==> src/rtl/pgmux_pkg.sv <==
package pgmux_pkg;

  typedef enum logic [1:0] {
    PULL_OFF   = 2'b00,
    PULL_HIGH  = 2'b01,
    PULL_LOW   = 2'b10,
    PULL_OFF_B = 2'b11
  } pull_e;

  // {up, down} lines for a pull code
  function automatic logic [1:0] pull_lines(pull_e code);
    case (code)
      PULL_HIGH: return 2'b10;
      PULL_LOW:  return 2'b01;
      default:   return 2'b00;
    endcase
  endfunction

  // driver enable: needs live well, a drive request, and in open-drain only a zero
  function automatic logic drive_enable(logic well, logic req, logic od, logic val);
    return well & req & (~od | ~val);
  endfunction

  // value presented to the driver
  function automatic logic drive_value(logic od, logic val);
    return od ? 1'b0 : val;
  endfunction

endpackage

==> src/rtl/pgmux_sync.sv <==
module pgmux_sync #(
  parameter int STAGES = 2
) (
  input  logic clk,
  input  logic rst_n,
  input  logic d,
  output logic q
);
  logic [STAGES-1:0] chain;

  always_ff @(posedge clk or negedge rst_n) begin
    if (!rst_n) chain <= '0;
    else        chain <= {chain[STAGES-2:0], d};
  end

  assign q = chain[STAGES-1];
endmodule

==> src/rtl/pgmux_cfg_reg.sv <==
module pgmux_cfg_reg #(
  parameter int          WIDTH     = 7,
  parameter logic [WIDTH-1:0] RESET_VAL = '0
) (
  input  logic             clk,
  input  logic             rst_n,
  input  logic             wr,
  input  logic [WIDTH-1:0] wdata,
  output logic [WIDTH-1:0] q
);
  always_ff @(posedge clk or negedge rst_n) begin
    if (!rst_n)  q <= RESET_VAL;
    else if (wr) q <= wdata;
  end
endmodule

==> src/rtl/pgmux_in_gate.sv <==
module pgmux_in_gate #(
  parameter int                 NUM_FUNC = 4,
  parameter int                 MUX_W    = 2,
  parameter logic [NUM_FUNC-1:0] GATE_VAL = '0,
  parameter logic [NUM_FUNC-1:0] NO_GATE  = '0
) (
  input  logic                pad_in,
  input  logic                well_on,
  input  logic [MUX_W-1:0]    sel,
  output logic [NUM_FUNC-1:0] func_in
);
  for (genvar i = 0; i < NUM_FUNC; i++) begin : g_fn
    if (NO_GATE[i]) begin : g_open
      assign func_in[i] = pad_in;
    end else begin : g_gated
      logic live;
      assign live       = well_on && (sel == MUX_W'(i));
      assign func_in[i] = live ? pad_in : GATE_VAL[i];
    end
  end
endmodule

==> src/rtl/pgmux_out_stage.sv <==
module pgmux_out_stage
  import pgmux_pkg::*;
#(
  parameter int NUM_FUNC = 4,
  parameter int MUX_W    = 2
) (
  input  logic [NUM_FUNC-1:0] func_out,
  input  logic [NUM_FUNC-1:0] func_oe,
  input  logic [MUX_W-1:0]    sel,
  input  logic                dir_out,
  input  logic                open_drain,
  input  pull_e               pull,
  input  logic                well_on,
  output logic                pad_out,
  output logic                pad_oe,
  output logic                pull_up,
  output logic                pull_dn
);
  logic       data_sel;
  logic       req_sel;
  logic [1:0] pulls;

  always_comb begin
    data_sel = 1'b0;
    req_sel  = 1'b0;
    for (int i = 0; i < NUM_FUNC; i++) begin
      if (sel == MUX_W'(i)) begin
        data_sel = func_out[i];
        req_sel  = func_oe[i];
      end
    end
  end

  assign pad_out = drive_value(open_drain, data_sel);
  assign pad_oe  = drive_enable(well_on, dir_out & req_sel, open_drain, data_sel);
  assign pulls   = pull_lines(pull);
  assign pull_up = pulls[1];
  assign pull_dn = pulls[0];
endmodule

==> src/rtl/pgmux_pin.sv <==
module pgmux_pin
  import pgmux_pkg::*;
#(
  parameter int                  NUM_FUNC    = 4,
  parameter logic [NUM_FUNC-1:0] GATE_VAL    = 4'b1010,
  parameter logic [NUM_FUNC-1:0] NO_GATE     = 4'b0100,
  parameter bit                  SINGLE_FUNC = 1'b0,
  parameter int                  SYNC_STAGES = 2,
  localparam int                 MUX_W       = (NUM_FUNC > 1) ? $clog2(NUM_FUNC) : 1,
  localparam int                 CTRL_W      = MUX_W + 5,
  parameter logic [CTRL_W-1:0]   RESET_CFG   = CTRL_W'(7'h10)
) (
  input  logic                clk,
  input  logic                rst_n,
  input  logic                cfg_wr,
  input  logic [CTRL_W-1:0]   cfg_wdata,
  input  logic                pwr_good,
  input  logic                pad_in,
  input  logic [NUM_FUNC-1:0] func_out,
  input  logic [NUM_FUNC-1:0] func_oe,
  output logic                pad_out,
  output logic                pad_oe,
  output logic                pull_up,
  output logic                pull_dn,
  output logic [NUM_FUNC-1:0] func_in
);
  localparam int DIR_BIT = MUX_W;
  localparam int OD_BIT  = MUX_W + 1;
  localparam int PULL_LO = MUX_W + 2;
  localparam int AON_BIT = MUX_W + 4;

  logic [CTRL_W-1:0] cfg_q;
  logic              pg_sync;
  logic              well_on;
  logic [MUX_W-1:0]  sel_eff;

  pgmux_cfg_reg #(.WIDTH(CTRL_W), .RESET_VAL(RESET_CFG)) u_cfg (
    .clk(clk), .rst_n(rst_n), .wr(cfg_wr), .wdata(cfg_wdata), .q(cfg_q)
  );

  pgmux_sync #(.STAGES(SYNC_STAGES)) u_pg (
    .clk(clk), .rst_n(rst_n), .d(pwr_good), .q(pg_sync)
  );

  // always-on pins ignore the rail; emulated pins follow synchronized power-good
  assign well_on = cfg_q[AON_BIT] | pg_sync;

  // a single-function pin pins the select to function 0
  if (SINGLE_FUNC) begin : g_single
    assign sel_eff = '0;
  end else begin : g_multi
    assign sel_eff = cfg_q[MUX_W-1:0];
  end

  pgmux_out_stage #(.NUM_FUNC(NUM_FUNC), .MUX_W(MUX_W)) u_out (
    .func_out(func_out), .func_oe(func_oe), .sel(sel_eff),
    .dir_out(cfg_q[DIR_BIT]), .open_drain(cfg_q[OD_BIT]),
    .pull(pull_e'(cfg_q[PULL_LO+1:PULL_LO])), .well_on(well_on),
    .pad_out(pad_out), .pad_oe(pad_oe), .pull_up(pull_up), .pull_dn(pull_dn)
  );

  pgmux_in_gate #(.NUM_FUNC(NUM_FUNC), .MUX_W(MUX_W),
                  .GATE_VAL(GATE_VAL), .NO_GATE(NO_GATE)) u_in (
    .pad_in(pad_in), .well_on(well_on), .sel(sel_eff), .func_in(func_in)
  );
endmodule

==> config.mk <==
export PLATFORM = sky130hd
export DESIGN_NAME = pgmux_pin
export DESIGN_NICKNAME = d
export VERILOG_FILES = /design/src/rtl/pgmux_pkg.sv /design/src/rtl/pgmux_sync.sv /design/src/rtl/pgmux_cfg_reg.sv /design/src/rtl/pgmux_in_gate.sv /design/src/rtl/pgmux_out_stage.sv /design/src/rtl/pgmux_pin.sv
export SDC_FILE = /design/constraint.sdc
export NUM_CORES = 1
export LEC_CHECK = 0
export BUFFER_PORTS_ARGS = -buffer_cell sky130_fd_sc_hd__buf_2
export CORE_AREA = 8 8 45 47
export CTS_CLUSTER_SIZE = 8
export DETAILED_ROUTE_END_ITERATION = 10
export DIE_AREA = 0 0 53 55
export HOLD_SLACK_MARGIN = 0.05
export PLACE_DENSITY = 0.72
export SLEW_MARGIN = 20
export SYNTH_ARGS = -nofsm -noshare
export SYNTH_HDL_FRONTEND = slang
export SYNTH_HIERARCHICAL = 1
export SYNTH_SLANG_ARGS = --single-unit
==> constraint.sdc <==
create_clock -name clk -period 1.7 [get_ports clk]
set_input_delay 0.51 -clock clk [delete_from_list [all_inputs] [get_ports clk]]
set_output_delay 0.51 -clock clk [all_outputs]
set_load 0.02 [all_outputs]
==> out/summary.txt <==
Pre-CTS setup slack: -225 ps
Worst path required time: 1190 ps
Run status: finished with violations
DP HPWL: 858 um
CP cell instances: mux4_2 -> nor2b_4 -> buf_6
Root Buffer: clkbuf_4
Drt drc: 0
Placed insts: 71
Row cnt: 14
Initial antenna violation count: 0
Die Ht: 55 um
Top cells by area, synth: dfrtp_1, mux2_4, mux4_2
All-Layer GR Usage: 9.06%
Mapped Area: 474 sq um
DR WL/cell: 14.5 um
PnR worst setup slack: -305 ps
Vias in the first global route: 411
Clock skew: 0.101 ps
WP data arrival: 1490 ps
Post-synth top area cell: dfrtp_1
RSZ-0062 raised after global routing: true
Crit. Startpoint: u_cfg/q[0]
Post-synthesis cell count: 29
Largest net degree at the start of global routing: 10
DR vias/cell: 4.68
Buf+Inv Stages, Crit Path: 1
Area of the die: 2920 sq um
Drt initial violations: 2
Reg2reg start: u_cfg/q[0]
Synth Warn #: 6
Clock transition at path regs: 60 ps
Static Leak: 0.000347 uW
Tmin final: 2000 ps
Max cap viols: 0
# setup viols final: 5
Antenna viol nets, final: 0
PD cells: 823 nW/um^2
Fin. max-slew vios: 0
Critical Path Max Stage Delay: 550 ps
Worst VDD drop: 0.451 mV
Share of cells above drive strength 1: 78.7%
Final Non-Filler Cells: 77
Hold Fails Final Rpt: 0
Drt pass-1 iters: 2
Initial Utilization: 34.3%
Num CTS Buffers: 3
CTS Sinks: 9
Relative slew slack: 84.8%
Final Wtd Congestion: 0.776
Hold Path Class: primary input to async pin
Area Growth Syn to Fin: 48.0%
Top cell type's share of synthesized area: 42.2%
FMAX: 0.499 GHz
Max Buffers Root-to-Sink: 2
DRT Wirelength: 1120 um
Post-Syn Area per Cell: 16.4 sq um
Slowest CP cell: mux4_2
CP delay by family, top: multiplexers
Total gr overflow: 0
Core area: 1380 sq um
Antenna Cells: 0
Die width: 53 um
Least-Margin Pin Slew: 228 ps
CTS tree: done
Fin crit share: 118%
H-tree depth: 1
Failing checks: setup timing
Crit Path Max Fanout: 3
Crit. End Element: output pin
Routed vias: 360
CP Launch Type: register
Port bufs: 27
Crit path kind: register to output pin
First-pass GRT wire length: 1910 um
Number of synthesized register bits: 9
Netlist cell types: 14
Final nets: 82
Post-synthesis sequential area ratio: 47.8%
I/O Pins: 28
Syn nets: 49
Skew-Pair Late Insertion Delay: 250 ps
==> cells in the final DEF (no fill, tap or decap) <==
cell	Yosys	routed
buf_4	1	3
and4bb_2	1	1
dfrtp_2	0	1
dfstp_2	1	1
nor2b_1	2	2
dfrtp_1	8	7
mux4_2	2	2
clkbuf_4	0	3
clkbuf_1	0	1
nand4b_1	1	1
a21oi_4	0	1
nor2b_4	1	1
mux2_4	7	7
nand4bb_1	1	1
buf_2	0	22
buf_6	1	5
nand3_1	1	1
or2_4	0	1
==> cell families (layout without fill, tap and decap cells) <==
logic type             Yosys count  in the layout  synth area share, %
DFF                              9              9                 47.8
muxes                            9              9                 31.7
and+or+nand+nor                  8              8                 14.8
AOI/OAI and AO/OA                1              1                 1.85
buffers and inverters            2             34                 3.96
==> sequential cells by signal, summed over array words and instances (netlist names) <==
signal and count:
u_cfg/q 7, u_pg/chain 2
==> final timing paths <==
check	end	slack [ps]	cells past startpoint
max in group asynchronous	u_cfg/q[4]	1370	1
worst min-delay path	u_cfg/q[1]	90	1
min in group clk	u_pg/chain[1]	350	0
worst max register to register	u_cfg/q[0]	550	4
worst max-delay path	pad_out	-300	3
worst min register to register	u_pg/chain[1]	350	0
==> routing by layer <==
metal	part of all wire, %	track usage [%]
met1	41	9.87
met2	42	12.9
met3	17	6.15
met4	0	5.17
met5	0	0
==> power by group <==
group	total, uW	switching, uW	internal [uW]
registers	255	18.8	236
clock network	160	69.8	90.1
logic	163	63.5	99.9
total	578	152	426
==> per-stage QoR <==
step                      area [sq um]  utilization (%)  hold WS [ps]  power [uW]  setup TNS, ps
after floorplan                    482                -           214         348          -16.1
after global placement             626             45.2           334         394           -409
after detailed placement           626             45.2           343         397           -449
after CTS                          689             49.8          78.2         585           -867
after global routing               702             50.7          87.5         613          -1280
final                              702             50.7          86.9         578          -1010
==> cell usage after synthesis <==
cell / n
a21oi_2: 1
and4bb_2: 1
buf_4: 1
buf_6: 1
dfrtp_1: 8
dfstp_2: 1
mux2_4: 7
mux4_2: 2
nand3_1: 1
nand4b_1: 1
nand4bb_1: 1
nor2b_1: 2
nor2b_4: 1
or2_1: 1
==> final cells by class <==
| type | instances | area (sq um) |
|---|---|---|
| Fill cell | 122 | 682 |
| Sequential cell | 9 | 228 |
| Clock buffer | 4 | 26.3 |
| Timing Repair Buffer | 30 | 189 |
| Tap cell | 16 | 20.0 |
| Multi-Input combinational cell | 18 | 239 |
==> timing repair <==
action                                  4_1_cts  5_1_grt
endpoints found under the setup margin        3        5
hold buffers                                  0        0
setup buffers                                 1        1
resized for setup                            10        2
pin swaps                                     0        1
No activity file was read; power rests on OpenSTA's default activity.
